`src/rtl/dmaseq_pkg.sv`:
```
package dmaseq_pkg;
    localparam int CTL_READY = 0;
    localparam int CTL_LAST  = 1;
    localparam int CTL_IRQ   = 2;
    localparam int CTL_DONE  = 3;
    localparam int CTL_WRAP  = 4;

    localparam int EVT_BUF  = 0;
    localparam int EVT_STOP = 1;

    typedef enum logic [3:0] {
        ST_IDLE,
        ST_RD_CTL,
        ST_RD_CNT,
        ST_RD_SRC,
        ST_RD_DST,
        ST_CAP_DST,
        ST_XFER_RD,
        ST_XFER_WR,
        ST_DESC_DONE
    } seq_state_e;
endpackage

```
`src/rtl/dmaseq_cfg.sv`:
```
module dmaseq_cfg #(
    parameter int RAM_AW = 8,
    parameter int PTR_W  = RAM_AW + 2
) (
    input  logic              clk,
    input  logic              rst_n,
    input  logic              cfg_we,
    input  logic              cfg_chain,
    input  logic [PTR_W-1:0]  cfg_base,
    input  logic              start_acc,
    input  logic              stop_flag,
    output logic              chain_q,
    output logic [RAM_AW-1:0] base_q
);
    localparam int ALIGN_BITS = 6;
    localparam int WORD_SHIFT = 2;
    localparam int LOW_ZERO   = ALIGN_BITS - WORD_SHIFT;

    logic started_once;
    logic unlocked;

    assign unlocked = !started_once || stop_flag;

    always_ff @(posedge clk or negedge rst_n) begin
        if (!rst_n) begin
            started_once <= 1'b0;
            chain_q      <= 1'b1;
            base_q       <= '0;
        end else begin
            if (start_acc) begin
                started_once <= 1'b1;
            end
            if (cfg_we && unlocked) begin
                chain_q <= cfg_chain;
                base_q  <= {cfg_base[PTR_W-1:ALIGN_BITS], {LOW_ZERO{1'b0}}};
            end
        end
    end

    // a locked configuration write leaves the stored parameters untouched
    assert_cfg_locked_R10: assert property (@(posedge clk) disable iff (!rst_n)
        (cfg_we && !unlocked) |=> ($stable(base_q) && $stable(chain_q)));
endmodule

```
`src/rtl/dmaseq_evt.sv`:
```
module dmaseq_evt
    import dmaseq_pkg::*;
(
    input  logic       clk,
    input  logic       rst_n,
    input  logic       set_buf,
    input  logic       set_stop,
    input  logic       irq_req,
    input  logic       done_req,
    input  logic [1:0] evt_clr,
    output logic [1:0] evt_flags,
    output logic       irq,
    output logic       done_pulse
);
    logic [1:0] set_vec;

    assign set_vec = {set_stop, set_buf};

    always_ff @(posedge clk or negedge rst_n) begin
        if (!rst_n) begin
            evt_flags  <= '0;
            irq        <= 1'b0;
            done_pulse <= 1'b0;
        end else begin
            evt_flags  <= (evt_flags & ~evt_clr) | set_vec;
            irq        <= irq_req;
            done_pulse <= done_req;
        end
    end

    // completions are several cycles apart, so irq never stays high
    assert_irq_pulse_R9: assert property (@(posedge clk) disable iff (!rst_n)
        irq |=> !irq);
    // a write-one clear without a simultaneous set empties the bit
    assert_clear_buf_R8: assert property (@(posedge clk) disable iff (!rst_n)
        (evt_clr[EVT_BUF] && !set_buf) |=> !evt_flags[EVT_BUF]);
endmodule

```
`src/rtl/dmaseq_fsm.sv`:
```
module dmaseq_fsm
    import dmaseq_pkg::*;
#(
    parameter int AW     = 16,
    parameter int DW     = 32,
    parameter int RAM_AW = 8,
    parameter int CNT_W  = 16
) (
    input  logic              clk,
    input  logic              rst_n,
    input  logic              cmd_start,
    input  logic              cmd_stop,
    input  logic              ext_done,
    input  logic              chain,
    input  logic [RAM_AW-1:0] base,
    output logic [RAM_AW-1:0] dr_addr,
    output logic              dr_rd_en,
    input  logic [DW-1:0]     dr_rdata,
    output logic              dr_wr_en,
    output logic [DW-1:0]     dr_wdata,
    output logic              mem_rd_en,
    output logic [AW-1:0]     mem_rd_addr,
    input  logic [DW-1:0]     mem_rd_data,
    output logic              mem_wr_en,
    output logic [AW-1:0]     mem_wr_addr,
    output logic [DW-1:0]     mem_wr_data,
    input  logic              mem_wr_rdy,
    output logic              busy,
    output logic              start_acc,
    output logic              set_buf,
    output logic              set_stop,
    output logic              irq_req,
    output logic              done_req
);
    localparam int WORD_BYTES = DW / 8;
    localparam int DESC_WORDS = 4;

    seq_state_e        state, nxt;
    logic [RAM_AW-1:0] ptr;
    logic [DW-1:0]     ctl_word;
    logic [CNT_W-1:0]  cnt;
    logic [AW-1:0]     src, dst;
    logic [DW-1:0]     hold;
    logic              hold_vld;
    logic              stop_pend, ext_pend;
    logic              halt_now;

    assign halt_now = stop_pend || cmd_stop || ext_pend || ext_done;
    assign busy     = (state != ST_IDLE);

    // state register
    always_ff @(posedge clk or negedge rst_n) begin
        if (!rst_n) state <= ST_IDLE;
        else        state <= nxt;
    end

    // next state and outputs
    always_comb begin
        nxt         = state;
        dr_addr     = ptr;
        dr_rd_en    = 1'b0;
        dr_wr_en    = 1'b0;
        dr_wdata    = ctl_word & ~(DW'(1) << CTL_READY);
        mem_rd_en   = 1'b0;
        mem_rd_addr = src;
        mem_wr_en   = 1'b0;
        mem_wr_addr = dst;
        mem_wr_data = hold_vld ? hold : mem_rd_data;
        start_acc   = 1'b0;
        set_buf     = 1'b0;
        irq_req     = 1'b0;
        done_req    = 1'b0;
        unique case (state)
            ST_IDLE: begin
                if (cmd_start && !cmd_stop) begin
                    start_acc = 1'b1;
                    nxt       = ST_RD_CTL;
                end
            end
            ST_RD_CTL: begin
                if (halt_now) begin
                    nxt = ST_IDLE;
                end else begin
                    dr_rd_en = 1'b1;
                    nxt      = ST_RD_CNT;
                end
            end
            ST_RD_CNT: begin
                if (!dr_rdata[CTL_READY]) begin
                    nxt = ST_IDLE;
                end else begin
                    dr_rd_en = 1'b1;
                    dr_addr  = ptr + RAM_AW'(1);
                    nxt      = ST_RD_SRC;
                end
            end
            ST_RD_SRC: begin
                dr_rd_en = 1'b1;
                dr_addr  = ptr + RAM_AW'(2);
                nxt      = ST_RD_DST;
            end
            ST_RD_DST: begin
                dr_rd_en = 1'b1;
                dr_addr  = ptr + RAM_AW'(3);
                nxt      = ST_CAP_DST;
            end
            ST_CAP_DST: begin
                nxt = (cnt == '0) ? ST_DESC_DONE : ST_XFER_RD;
            end
            ST_XFER_RD: begin
                if (halt_now) begin
                    nxt = ST_IDLE;
                end else begin
                    mem_rd_en = 1'b1;
                    nxt       = ST_XFER_WR;
                end
            end
            ST_XFER_WR: begin
                mem_wr_en = 1'b1;
                if (mem_wr_rdy) begin
                    nxt = (cnt <= CNT_W'(WORD_BYTES)) ? ST_DESC_DONE : ST_XFER_RD;
                end
            end
            ST_DESC_DONE: begin
                set_buf  = 1'b1;
                irq_req  = ctl_word[CTL_IRQ];
                done_req = ctl_word[CTL_DONE];
                if (chain) begin
                    dr_wr_en = 1'b1;
                    nxt      = ctl_word[CTL_LAST] ? ST_IDLE : ST_RD_CTL;
                end else begin
                    nxt = ST_RD_CTL;
                end
            end
            default: nxt = ST_IDLE;
        endcase
        set_stop = (nxt == ST_IDLE) && (stop_pend || cmd_stop);
    end

    // datapath registers
    always_ff @(posedge clk or negedge rst_n) begin
        if (!rst_n) begin
            ptr       <= '0;
            ctl_word  <= '0;
            cnt       <= '0;
            src       <= '0;
            dst       <= '0;
            hold      <= '0;
            hold_vld  <= 1'b0;
            stop_pend <= 1'b0;
            ext_pend  <= 1'b0;
        end else begin
            if (nxt == ST_IDLE) begin
                stop_pend <= 1'b0;
                ext_pend  <= 1'b0;
            end else begin
                stop_pend <= stop_pend || cmd_stop;
                ext_pend  <= ext_pend || ext_done;
            end
            unique case (state)
                ST_IDLE:    if (start_acc) ptr <= base;
                ST_RD_CNT:  ctl_word <= dr_rdata;
                ST_RD_SRC:  cnt <= dr_rdata[CNT_W-1:0];
                ST_RD_DST:  src <= dr_rdata[AW-1:0];
                ST_CAP_DST: dst <= dr_rdata[AW-1:0];
                ST_XFER_RD: hold_vld <= 1'b0;
                ST_XFER_WR: begin
                    if (mem_wr_rdy) begin
                        src <= src + AW'(WORD_BYTES);
                        dst <= dst + AW'(WORD_BYTES);
                        cnt <= cnt - CNT_W'(WORD_BYTES);
                    end else if (!hold_vld) begin
                        hold     <= mem_rd_data;
                        hold_vld <= 1'b1;
                    end
                end
                ST_DESC_DONE: begin
                    if (chain && !ctl_word[CTL_LAST]) begin
                        ptr <= ctl_word[CTL_WRAP] ? base : ptr + RAM_AW'(DESC_WORDS);
                    end
                end
                default: ;
            endcase
        end
    end

    // a stalled write keeps its request, address and data
    assert_wr_hold_R12: assert property (@(posedge clk) disable iff (!rst_n)
        (mem_wr_en && !mem_wr_rdy) |=> (mem_wr_en && $stable(mem_wr_addr) && $stable(mem_wr_data)));
    // a word is never read and written in the same cycle
    assert_rd_wr_excl_R2: assert property (@(posedge clk) disable iff (!rst_n)
        !(mem_rd_en && mem_wr_en));
    // descriptor write-back never overlaps data traffic
    assert_wb_alone_R3: assert property (@(posedge clk) disable iff (!rst_n)
        dr_wr_en |-> (!mem_wr_en && !mem_rd_en && !dr_rd_en));
endmodule

```
`src/rtl/desc_dma_chan.sv`:
```
module desc_dma_chan
    import dmaseq_pkg::*;
#(
    parameter int AW     = 16,
    parameter int DW     = 32,
    parameter int RAM_AW = 8,
    parameter int CNT_W  = 16,
    parameter int PTR_W  = RAM_AW + 2
) (
    input  logic              clk,
    input  logic              rst_n,
    input  logic              cfg_we,
    input  logic              cfg_chain,
    input  logic [PTR_W-1:0]  cfg_base,
    input  logic              cmd_start,
    input  logic              cmd_stop,
    input  logic              ext_done,
    input  logic [1:0]        evt_clr,
    output logic [1:0]        evt_flags,
    output logic              busy,
    output logic              irq,
    output logic              done_pulse,
    output logic [RAM_AW-1:0] dr_addr,
    output logic              dr_rd_en,
    input  logic [DW-1:0]     dr_rdata,
    output logic              dr_wr_en,
    output logic [DW-1:0]     dr_wdata,
    output logic              mem_rd_en,
    output logic [AW-1:0]     mem_rd_addr,
    input  logic [DW-1:0]     mem_rd_data,
    output logic              mem_wr_en,
    output logic [AW-1:0]     mem_wr_addr,
    output logic [DW-1:0]     mem_wr_data,
    input  logic              mem_wr_rdy
);
    logic              chain_q;
    logic [RAM_AW-1:0] base_q;
    logic              start_acc, set_buf, set_stop, irq_req, done_req;

    dmaseq_cfg #(.RAM_AW(RAM_AW), .PTR_W(PTR_W)) u_cfg (
        .clk       (clk),
        .rst_n     (rst_n),
        .cfg_we    (cfg_we),
        .cfg_chain (cfg_chain),
        .cfg_base  (cfg_base),
        .start_acc (start_acc),
        .stop_flag (evt_flags[EVT_STOP]),
        .chain_q   (chain_q),
        .base_q    (base_q)
    );

    dmaseq_fsm #(.AW(AW), .DW(DW), .RAM_AW(RAM_AW), .CNT_W(CNT_W)) u_fsm (
        .clk         (clk),
        .rst_n       (rst_n),
        .cmd_start   (cmd_start),
        .cmd_stop    (cmd_stop),
        .ext_done    (ext_done),
        .chain       (chain_q),
        .base        (base_q),
        .dr_addr     (dr_addr),
        .dr_rd_en    (dr_rd_en),
        .dr_rdata    (dr_rdata),
        .dr_wr_en    (dr_wr_en),
        .dr_wdata    (dr_wdata),
        .mem_rd_en   (mem_rd_en),
        .mem_rd_addr (mem_rd_addr),
        .mem_rd_data (mem_rd_data),
        .mem_wr_en   (mem_wr_en),
        .mem_wr_addr (mem_wr_addr),
        .mem_wr_data (mem_wr_data),
        .mem_wr_rdy  (mem_wr_rdy),
        .busy        (busy),
        .start_acc   (start_acc),
        .set_buf     (set_buf),
        .set_stop    (set_stop),
        .irq_req     (irq_req),
        .done_req    (done_req)
    );

    dmaseq_evt u_evt (
        .clk        (clk),
        .rst_n      (rst_n),
        .set_buf    (set_buf),
        .set_stop   (set_stop),
        .irq_req    (irq_req),
        .done_req   (done_req),
        .evt_clr    (evt_clr),
        .evt_flags  (evt_flags),
        .irq        (irq),
        .done_pulse (done_pulse)
    );

    // stop-completed rises only once the channel is idle
    assert_stop_idle_R7: assert property (@(posedge clk) disable iff (!rst_n)
        $rose(evt_flags[EVT_STOP]) |-> !busy);
    // descriptor write-back only happens in chained mode
    assert_wb_chain_R3: assert property (@(posedge clk) disable iff (!rst_n)
        dr_wr_en |-> chain_q);
endmodule

```
`config.mk`:
```
export PLATFORM = sky130hd
export DESIGN_NAME = desc_dma_chan
export DESIGN_NICKNAME = d
export VERILOG_FILES = /design/src/rtl/dmaseq_pkg.sv /design/src/rtl/dmaseq_cfg.sv /design/src/rtl/dmaseq_evt.sv /design/src/rtl/dmaseq_fsm.sv /design/src/rtl/desc_dma_chan.sv
export SDC_FILE = /design/constraint.sdc
export NUM_CORES = 1
export LEC_CHECK = 0
export CORE_ASPECT_RATIO = 0.5
export CORE_MARGIN = 8
export CORE_UTILIZATION = 52
export DETAILED_ROUTE_END_ITERATION = 8
export HOLD_SLACK_MARGIN = 0.03
export PLACE_DENSITY_LB_ADDON = 0.08
export SYNTH_ARGS = -nofsm -noshare
export SYNTH_HDL_FRONTEND = slang
export SYNTH_SLANG_ARGS = --single-unit
export TNS_END_PERCENT = 100
```
`constraint.sdc`:
```
create_clock -name clk -period 3 [get_ports clk]
set_input_delay 0.6 -clock clk [delete_from_list [all_inputs] [get_ports clk]]
set_output_delay 0.6 -clock clk [all_outputs]
set_load 0.03 [all_outputs]
```
* Word-level counts from Yosys, hierarchy flattened
Index checks and enable logic that the tools add are counted.
** Cells by class
- $add $sub $neg :: 7
- Magnitude comparators :: 1
- Equality and inequality tests :: 12
- Multiplexer cells :: 39
- Bitwise logic cells :: 4
- Reduce and logical (&&, ||, !) cells :: 28
** Operator list (number)
- 16-bit one-hot mux with 2 select lines :: 3
- 16-bit two-way mux :: 3
- 4-bit one-hot mux with 9 select lines :: 1
- 16-bit by 3-bit adder with 16-bit output (second input constant) :: 2
- 32-bit two-way mux :: 1
- 8-bit two-way mux :: 4
- 8-bit one-hot mux with 3 select lines :: 1
- 4-bit two-way mux :: 5
- 8-bit by 2-bit adder with 8-bit output (second input constant) :: 2
- 4-bit by 3-bit == test with 1-bit output (second input constant) :: 4
- 16-bit by 3-bit <= comparator with 1-bit output (second input constant) :: 1
- 16-bit zero test :: 1
- 8-bit one-hot mux with 2 select lines :: 1
- 16-bit by 3-bit subtractor with 16-bit output (second input constant) :: 1
- 1-bit two-way mux :: 15
- 2-bit AND reduction :: 5
- 2-bit nonzero test :: 5
- 8-bit by 1-bit adder with 8-bit output (second input constant) :: 1
- 8-bit by 3-bit adder with 8-bit output (second input constant) :: 1
- 4-bit by 2-bit == test with 1-bit output (second input constant) :: 2
- 4-bit zero test :: 2
- 2-bit != test (second input constant) :: 3
- 1-bit logical OR :: 5
- 4-bit by 1-bit == test with 1-bit output (second input constant) :: 1
- other kinds (15) :: 21
** Storage, ports and cells
- Flip-flop bits (word level) :: 137
- Bits of input ports :: 84
- Word-level logic and storage cells :: 107

* Depth between registers and ports, before layout
Gate-level depths: netlist of the first run.
- Depth in word-level cells :: 8
- Gate-level depth with buffers :: 8

* Hierarchy
Synthesis of the first run repeated with hierarchy kept, for this count alone.
** Second synthesis, totals
- Cell total of the unflattened synthesis :: 699
- Area total of the unflattened synthesis :: 7335.8 um2
** By module, submodules not included
- dmaseq_fsm :: instances 1, cells an instance 672, area an instance 6945.4 um2, seq. area each 3153.0 um2
- dmaseq_cfg :: instances 1, cells an instance 19, area an instance 267.8 um2, seq. area each 151.4 um2
- dmaseq_evt :: instances 1, cells an instance 8, area an instance 122.6 um2, seq. area each 100.1 um2

* Worst setup path after synthesis of the first run
Ideal clock, no wire load.
- Kind :: input to output
- From :: in cmd_stop
- To :: out mem_rd_en
- Arrival time :: 1.608 ns
- Data required time :: 2.400 ns
- Slack :: 0.792 ns
- Stages :: 2
- Path buffers :: 0
- Path through :: or4_1 nor2_1
** Between the ends
- Word-level cells in the longest chain between the ends :: 5
** Ends and longest elaborated chain
- start, declared :: RTL line desc_dma_chan.sv:16 : input logic cmd_stop,
- 1-bit logical OR (3 in series) :: RTL line dmaseq_fsm.sv:48 : assign halt_now = stop_pend || cmd_stop || ext_pend || ext_done;
- 1-bit two-way mux :: RTL line dmaseq_fsm.sv:111 : if (halt_now) begin
- 1-bit two-way mux :: RTL line dmaseq_fsm.sv:73 : unique case (state)
- end, declared :: RTL line desc_dma_chan.sv:28 : output logic mem_rd_en,
No other way between the ends.

* Worst setup path in the final report of the first run
- From :: reg u_fsm.state[2]
- To :: out busy
** Between the ends
- Word-level cells in the longest chain between the ends :: 1
** Ends and longest elaborated chain
- start, declared :: RTL line dmaseq_fsm.sv:38 : seq_state_e state, nxt;
- start signal, assigned :: RTL line dmaseq_fsm.sv:54 : else state <= nxt;
- 4-bit nonzero test :: RTL line dmaseq_fsm.sv:49 : assign busy = (state != ST_IDLE);
- end, declared :: RTL line desc_dma_chan.sv:20 : output logic busy,
No other way between the ends.

==> results of run 1 <==
==> logic make-up (layout without fill, tap and decap cells) <==
kind of cell,after synthesis,after routing,share of synthesized area
compound gates,159,159,0.150
fa+ha+maj,6,6,0.0109
buf+inv,64,253,0.0419
flops,134,134,0.488
mux,110,110,0.180
other cells,1,1,0.000546
simple gates,166,166,0.128
==> cell usage after synthesis (4+ instances only) <==
master,number,area share
a31oi_1,11,0.010
ha_1,6,0.011
nand2_1,33,0.018
mux2_2,106,0.17
nand2b_1,12,0.011
a21o_1,5,0.0055
o22a_1,6,0.0076
o211ai_1,4,0.0044
nor2_1,29,0.016
o21ai_0,29,0.021
o22ai_1,12,0.011
a21oi_1,40,0.029
o32ai_1,4,0.0051
mux2i_1,4,0.0058
a22o_1,4,0.0051
o31ai_1,4,0.0044
a2bb2oi_1,9,0.011
and3_1,9,0.0082
buf_2,20,0.015
clkbuf_1,22,0.012
nand4_1,9,0.0082
dfrtp_1,133,0.48
o21a_1,4,0.0044
nand3_1,28,0.020
inv_1,17,0.0093
and2_1,5,0.0046
o21ai_1,6,0.0044
nor3_1,12,0.0087
==> final timing paths <==
path                                                start                              to  slack, ns  cells past startpoint
max                              u_fsm.state[2]$_DFF_PN0_                            busy       0.05                      3
min                                                 rst_n   u_fsm.ctl_word[8]$_DFFE_PN0P_       0.07                      1
max reg2reg                      u_fsm.state[3]$_DFF_PN0_       u_fsm.cnt[13]$_DFFE_PN0P_       0.72                      7
min reg2reg                u_cfg.started_once$_DFFE_PN0P_  u_cfg.started_once$_DFFE_PN0P_       0.47                      2
max in group asynchronous                           rst_n  u_fsm.ctl_word[24]$_DFFE_PN0P_       2.06                      2
min in group clk           u_cfg.started_once$_DFFE_PN0P_  u_cfg.started_once$_DFFE_PN0P_       0.47                      2
==> power by group <==
group          internal, W  switching (W)
sequential         0.00267       0.000695
clock              0.00141       0.000817
combinational      0.00251        0.00311
total              0.00659        0.00463
==> critical path: stages (launching register included) <==
cell and delay [ns]:
dfrtp_1 0.37, buf_4 0.20, or4_1 0.68, clkdlybuf4s50_1 0.69
==> layout make-up <==
class | instances | area, um2
repair buffers | 204 | 2020
well taps | 170 | 213
clock buffers | 20 | 447
inverters | 17 | 63.8
fillers | 922 | 3250
flip-flops and latches | 134 | 3350
clock inverters | 12 | 176
multi-input cells | 442 | 3240
==> stage by stage <==
stage | area [um2] | hold WS (ns) | setup slack [ns] | utilization
floorplan | 6870 | 0.304 | 0.792 | -
global placement | 8900 | 0.440 | 0.364 | 0.697
detailed placement | 8900 | 0.454 | 0.373 | 0.697
CTS | 9520 | 0.0802 | 0.0320 | 0.745
global route | 9520 | 0.101 | 0.00362 | 0.745
finish | 9520 | 0.0697 | 0.0513 | 0.745
==> sequential cells by signal, summed over array words and instances (netlist names) <==
| name | cells |
|---|---|
| u_cfg.started_once | 1 |
| u_cfg.chain_q | 1 |
| u_evt.irq | 1 |
| u_fsm.cnt | 16 |
| u_evt.done_pulse | 1 |
| u_fsm.mem_wr_addr | 16 |
| u_fsm.ptr | 6 |
| u_fsm.stop_pend | 1 |
| u_fsm.hold_vld | 1 |
| u_fsm.ext_pend | 1 |
| u_fsm.hold | 32 |
| u_cfg.base_q | 4 |
| u_fsm.state | 4 |
| u_fsm.ctl_word | 31 |
| u_evt.evt_flags | 2 |
| u_fsm.mem_rd_addr | 16 |
==> per-layer routing <==
| layer | vias to the layer above | global-route usage |
|---|---|---|
| met1 | 2867 | 0.298 |
| met3 | 21 | 0.0597 |
| met5 | - | 0 |
| met2 | 218 | 0.358 |
| met4 | 0 | 0.0714 |
| li1 | 2707 | - |
==> results.toml, run 1 <==
[outcome]
status = "completed"

[routing]
highest_layer = "met4"
drtIter0Drc = 411
routed_wl_um = 19900
drc = 0
wl_met3_um = 1560
wl_per_cell_um = 19.9
viasPerCell = 5.82
dr_wl_met2_um = 9200
first_pass_iters = 5
drtAntennaViolNets = 0
drt-met1-wl_um = 8840
routed-via-count = 5813

[synthesis]
syn-cell-area_mm2 = 0.00687
synth-async-reset-ratio = 1.00
synth-edff-count = 0
synth_cells = 640
synth_nets = 730
yosys_warnings = 0
ys_seq_area_frac = 0.488
ys.flop_type = "dfrtp_1"
avgSynthCellArea_um2 = 10.7
ys_ff_latch = 134
ys_types = 61

[timing]
fin_tns_setup_ns = 0
worstMarginPinSlew_ns = 0.780
maxSlewViolCount = 0
finalSetupViolCount = 0
rsz0062_at_grt = "false"
finalClockSkew_ns = 0.0120
period_needed_ns = 2.95
hold_viol_final = 0
relSlewSlack = 0.476
period_share = 0.983
max_freq_mhz = 339

[grt]
track_usage = 0.226
grt_first_pass_wirelength_um = 31600
grt_max_degree = 98
grt_pass1_vias = 5761
antenna_found_initial = 0
overflow = 0

[power_and_ir_drop]
p_leak_nw = 3.86
p_total_w = 0.0112
ir_drop_v = 0.000628
powerDensity_mw_per_mm2 = 1180

[die]
fp.dieH_um = 97.3
io_pins = 197
die-width_um = 179
core_area_mm2 = 0.0128
dieArea_mm2 = 0.0174
row_count = 29
start_util = 0.538

[clock_tree]
post_cts_buffers = 0
cts.htree.levels = 4
cts_resized = 0
cts_tree = "yes"
path_clk_slew_ns = 0.06
clk_latency_ns = 0.42
cts_buffers = 17
root_buffer = "clkbuf_16"
holdBufCountCts = 0
cts_sinks = 134
cts_buffer_depth = 2

[critical_path]
required_ns = 2.40
worstSetupStartpointType = "flip-flop"
crit_arrival_ns = 2.35
cp-end-kind = "output pin"
critPathMaxFanout = 19
crit_type = "flip-flop to output pin"

[cells_and_area]
mostFrequentLayoutCells = "185 x clkdlybuf4s50_1, 133 x dfrtp_1, 106 x mux2_2, 40 x a21oi_1, 33 x nand2_1"
syn_to_final_growth_pct = 38.6
drive_gt1_frac = 0.197
final_common_cell = "clkdlybuf4s50_1"
layoutNonFillerInstCount = 999
nets = 906
antenna_cells_inserted = 0

[placed_design]
portBuffers = 189
routabilityCongestion = 0.892
dp.cells = 967
hpwl_um = 14000

[worst_hold_path]
hold_class = "input port to asynchronous set/reset pin"

[flow_run]
cap_violations = 0
Note: power is estimated with default switching activity, not from simulation.
==> inputs of run 2 (changes only) <==
--- a/config.mk
+++ b/config.mk
@@ -7,7 +7,8 @@
 export LEC_CHECK = 0
 export CORE_ASPECT_RATIO = 0.5
 export CORE_MARGIN = 8
-export CORE_UTILIZATION = 52
+export CORE_UTILIZATION = 53
+export CTS_BUF_LIST = sky130_fd_sc_hd__clkbuf_2
 export DETAILED_ROUTE_END_ITERATION = 8
 export HOLD_SLACK_MARGIN = 0.03
 export PLACE_DENSITY_LB_ADDON = 0.08
==> results.toml, run 2 (synthesis results as in run 1) <==
[timing]
period_needed_ns = 2.85
period_share = 0.948
hold_viol_final = 0
finalSetupViolCount = 0
worstMarginPinSlew_ns = 0.860
holdWs_ns = 0.409
finalClockSkew_ns = 0.0412
rsz0062_at_grt = "false"
setup_slack_ns = 0.155
max_freq_mhz = 351
maxSlewViolCount = 0
fin_tns_setup_ns = 0
relSlewSlack = 0.422

[routing]
drtIter0Drc = 399
routed_wl_um = 19700
wl_per_cell_um = 19.6
viasPerCell = 5.86
drc = 0
routed-via-count = 5865
first_pass_iters = 5
drtAntennaViolNets = 0

[placed_design]
portBuffers = 189
routabilityCongestion = 0.868
post-place-ws_ns = 0.366
hpwl_um = 14200

[die]
core_area_mm2 = 0.0127
fp.dieH_um = 96.5
row_count = 29
start_util = 0.543
io_pins = 197
die-width_um = 177
dieArea_mm2 = 0.0171

[worst_hold_path]
holdCritStartpoint = "evt_clr[0]"
hold_class = "input port to flip-flop"
worstHoldEndpoint = "u_evt.evt_flags[0]$_DFF_PN0_"
min_path_cells = 2

[grt]
grt_use_met1 = 0.307
track_usage = 0.231
grt_util_met2 = 0.368
globalRouteMet3Util = 0.0648
grt_max_degree = 78
overflow = 0
grt_pass1_vias = 5675
grt_first_pass_wirelength_um = 31100
antenna_found_initial = 0
busiest_layer = "met2"

[power_and_ir_drop]
power.clock.fraction = 0.109
p_int_w = 0.00535
ir_drop_v = 0.000662
combPwrFrac = 0.552
seqPwrFrac = 0.339
p_leak_nw = 3.77
switchingPower_w = 0.00453
powerDensity_mw_per_mm2 = 1080
netSwitchingFraction = 0.459

[cells_and_area]
reg.largest.list = "u_fsm.hold: 32 flops, u_fsm.ctl_word: 31 flops"
mostFrequentLayoutCells = "151 x clkdlybuf4s50_1, 132 x dfrtp_1, 106 x mux2_2, 40 x a21oi_1, 33 x nand2_1"
largest-register = "u_fsm.hold"
nets = 908
antenna_cells_inserted = 0
final_common_cell = "clkdlybuf4s50_1"
syn_to_final_growth_pct = 32.9
largest_reg_flops = 32
drive_gt1_frac = 0.206
fin_util = 0.721

[clock_tree]
cts_buffer_depth = 2
root_buffer = "clkbuf_2"
cts_buffers = 17
cts_tree = "yes"
path_clk_slew_ns = 0.25
cts.htree.levels = 4
cts_sinks = 134
clk_latency_ns = 0.70

[outcome]
status = "completed"

[critical_path]
reg2reg_setup_slack_ns = 0.73
startpoint = "u_fsm.state[2]$_DFF_PN0_"
r2r-end = "u_fsm.mem_rd_addr[8]$_DFFE_PN0P_"
critPathMaxFanout = 19
worstSetupStartpointType = "flip-flop"
cp-end-kind = "output pin"
required_ns = 2.40
rr_startpoint = "u_fsm.state[3]$_DFF_PN0_"
crit_type = "flip-flop to output pin"
crit_arrival_ns = 2.25
reg2regPathDepth = 7

[flow_run]
cap_violations = 0
-- run 2: per-stage QoR --
| stage | power, W | cell area [um2] | std cells |
|---|---|---|---|
| after floorplan | 0.00682 | 6870 | 640 |
| after global placement | 0.00884 | 8910 | 968 |
| after detailed placement | 0.00900 | 8910 | 968 |
| after CTS | 0.00992 | 9120 | 1001 |
| after global routing | 0.0105 | 9130 | 1001 |
| final | 0.00988 | 9130 | 1001 |
-- run 2: layer usage --
layer  vias up  routed length [um]
met4         0                 234
met1      2879                8640
met5         -                   0
met2       246                9020
li1       2723                   -
met3        17                1760
-- run 2: critical path: stages (launching register included) --
cell             delay [ns]
dfrtp_1                0.43
buf_4                  0.21
or4_4                  0.60
clkdlybuf4s15_2        0.33
-- run 2: worst max path at each step --
| stage | slack [ns] | endpoint | cells after the start |
|---|---|---|---|
| 2_1_floorplan | 0.79 | mem_rd_en | 2 |
| 3_3_place_gp | 0.37 | mem_rd_en | 4 |
| 3_5_place_dp | 0.37 | mem_rd_en | 4 |
| 4_1_cts | 0.03 | busy | 3 |
| 5_1_grt | 0.02 | mem_wr_en | 4 |
| 6_report | 0.15 | busy | 3 |
-- run 2: layout make-up --
| type | count | area (um2) |
|---|---|---|
| tap | 170 | 213 |
| sequential | 134 | 3360 |
| fill | 953 | 3540 |
| multi-input combinational | 442 | 3250 |
| timing repair buffer | 206 | 2010 |
| clock inverter | 15 | 146 |
| inverter | 17 | 63.8 |
| clock buffer | 17 | 85.1 |
-- run 2: repair_timing --
action                                  in CTS  in global routing
gates resized for setup                     38                  2
hold buffers                                 1                  0
endpoints found under the hold margin       74                  0
gates cloned                                 0                  0
endpoints found under the setup margin      33                  2
setup buffers                                0                  0
-- run 2: power by group through the flow --
stage	clock, W	sequential (W)	combinational [W]
after global routing	0.00118	0.00349	0.00581
after CTS	0.00109	0.00334	0.00549
after floorplan	0	0.00405	0.00276
after detailed placement	0	0.00338	0.00562
after global placement	0	0.00332	0.00551
final	0.00108	0.00335	0.00545
==> inputs of run 3 (changes only) <==
--- a/config.mk
+++ b/config.mk
@@ -6,7 +6,7 @@
 export NUM_CORES = 1
 export LEC_CHECK = 0
 export CORE_ASPECT_RATIO = 0.5
-export CORE_MARGIN = 8
+export CORE_MARGIN = 2
 export CORE_UTILIZATION = 53
 export CTS_BUF_LIST = sky130_fd_sc_hd__clkbuf_2
 export DETAILED_ROUTE_END_ITERATION = 8
@@ -15,4 +15,3 @@
 export SYNTH_ARGS = -nofsm -noshare
 export SYNTH_HDL_FRONTEND = slang
 export SYNTH_SLANG_ARGS = --single-unit
-export TNS_END_PERCENT = 100
==> results.toml, run 3 (synthesis results as in run 1) <==
[outcome]
status = "completed"

[routing]
drtAntennaViolNets = 0
highest_layer = "met4"
dr_wl_met2_um = 8580
routed_wl_um = 18400
wl_met3_um = 1360
drtIter0Drc = 458
viasPerCell = 5.83
wl_per_cell_um = 18.3
drc = 0
drt-met1-wl_um = 8150
first_pass_iters = 7
routed-via-count = 5848

[power_and_ir_drop]
powerDensity_mw_per_mm2 = 1100
ir_drop_v = 0.000685
p_leak_nw = 4.09

[flow_run]
cap_violations = 0

[critical_path]
worstSetupStartpointType = "flip-flop"
critPathMaxFanout = 19
critical_path.max_stage_delay_ns = 0.58
required_ns = 2.40
reg2reg_setup_slack_ns = 0.87
crit_type = "flip-flop to output pin"
crit_chain = "buf_4, or4_4, clkdlybuf4s15_2"
crit_arrival_ns = 2.22
cp-end-kind = "output pin"
crit_slowest_cell = "or4_4"

[cells_and_area]
reg.largest.list = "u_fsm.hold: 32 flops, u_fsm.ctl_word: 31 flops"
mostFrequentLayoutCells = "149 x clkdlybuf4s50_1, 133 x dfrtp_1, 106 x mux2_2, 40 x a21oi_1"
nets = 910
drive_gt1_frac = 0.208
largest_reg_flops = 32
antenna_cells_inserted = 0
largest-register = "u_fsm.hold"
fin_util = 0.738
final_common_cell = "clkdlybuf4s50_1"
syn_to_final_growth_pct = 36.0

[timing]
relSlewSlack = 0.571
fin_tns_setup_ns = 0
max_freq_mhz = 355
rsz0062_at_grt = "false"
finalClockSkew_ns = 0.0344
period_needed_ns = 2.82
worstMarginPinSlew_ns = 0.635
maxSlewViolCount = 0
hold_viol_final = 0
setup_slack_ns = 0.184
period_share = 0.939
finalSetupViolCount = 0

[clock_tree]
clk_latency_ns = 0.69
path_clk_slew_ns = 0.22
cts_tree = "yes"
post_cts_buffers = 0
cts_sinks = 134
cts.htree.levels = 4
root_buffer = "clkbuf_2"
cts_buffer_depth = 2
cts_buffers = 17

[die]
row_count = 29
fp.dieH_um = 84.5
io_pins = 197
die-width_um = 165
dieArea_mm2 = 0.0139
core_area_mm2 = 0.0127
start_util = 0.543

[placed_design]
hpwl_um = 13100
routabilityCongestion = 0.866
portBuffers = 189
post-place-ws_ns = 0.373

[grt]
track_usage = 0.267
grt_first_pass_wirelength_um = 29000
overflow = 0
antenna_found_initial = 0
grt_pass1_vias = 5609
grt_max_degree = 60

[worst_hold_path]
hold_class = "input port to asynchronous set/reset pin"
[run 3: changes by cell type in the layout (fill, tap and decap cells not counted), sizes merged]
| cell | delta |
|---|---|
| inv | -3 |
| clkinv | -1 |
| buf | +2 |
| clkdlybuf4s50 | -2 |
| dlymetal6s2s | +33 |
| bufinv | +4 |
| dlygate4sd2 | -31 |
[run 3: final timing paths]
| path | startpoint | endpoint | cells after the start |
|---|---|---|---|
| max in group asynchronous | rst_n | u_fsm.cnt[12]$_DFFE_PN0P_ | 3 |
| max | u_fsm.state[1]$_DFF_PN0_ | busy | 3 |
| min | rst_n | u_fsm.ctl_word[16]$_DFFE_PN0P_ | 2 |
| min reg2reg | u_cfg.started_once$_DFFE_PN0P_ | u_cfg.started_once$_DFFE_PN0P_ | 2 |
| min in group clk | evt_clr[0] | u_evt.evt_flags[0]$_DFF_PN0_ | 2 |
| max reg2reg | u_fsm.state[3]$_DFF_PN0_ | u_fsm.hold[0]$_DFFE_PN0P_ | 5 |
[run 3: cell type report]
| type | count | area [um2] |
|---|---|---|
| multi-input combinational | 442 | 3250 |
| inverter | 17 | 67.6 |
| fill | 907 | 3320 |
| sequential | 134 | 3350 |
| clock inverter | 15 | 226 |
| timing repair buffer | 208 | 2150 |
| clock buffer | 17 | 85.1 |
| tap | 170 | 213 |
[run 3: layer usage]
metal / vias to the layer above / track usage
met2: 218 / 0.429
met5: - / 0
met1: 2869 / 0.361
met3: 26 / 0.0687
li1: 2735 / -
met4: 0 / 0.0806
[run 3: where the power goes]
group	total [W]	switching [W]	internal, W
registers	0.00334	0.000691	0.00265
clock network	0.00136	0.000721	0.000636
logic	0.00555	0.00305	0.00249
total	0.0102	0.00447	0.00578
[run 3: critical path: cells and delay by family, from the launching register on]
kind / cells / cell delay (ns)
DFF: 1 / 0.43
and+or+nand+nor: 1 / 0.58
buffers and inverters: 2 / 0.52
[run 3: metrics by stage]
step                cell area (um2)  hold slack (ns)  std cells  total power, W
global placement               8920            0.447        970         0.00878
finish                         9340            0.408       1003          0.0102
floorplan                      6870            0.304        640         0.00682
CTS                            9240            0.392       1003          0.0103
global route                   9340            0.373       1003          0.0108
detailed placement             8920            0.452        970         0.00894
[run 3: what timing repair did]
item / CTS / global route
pin swaps: 0 / 0
endpoints found under the hold margin: 55 / 0
hold buffers: 1 / 0
gates resized for setup: 7 / 38
setup endpoints to repair: 34 / 36
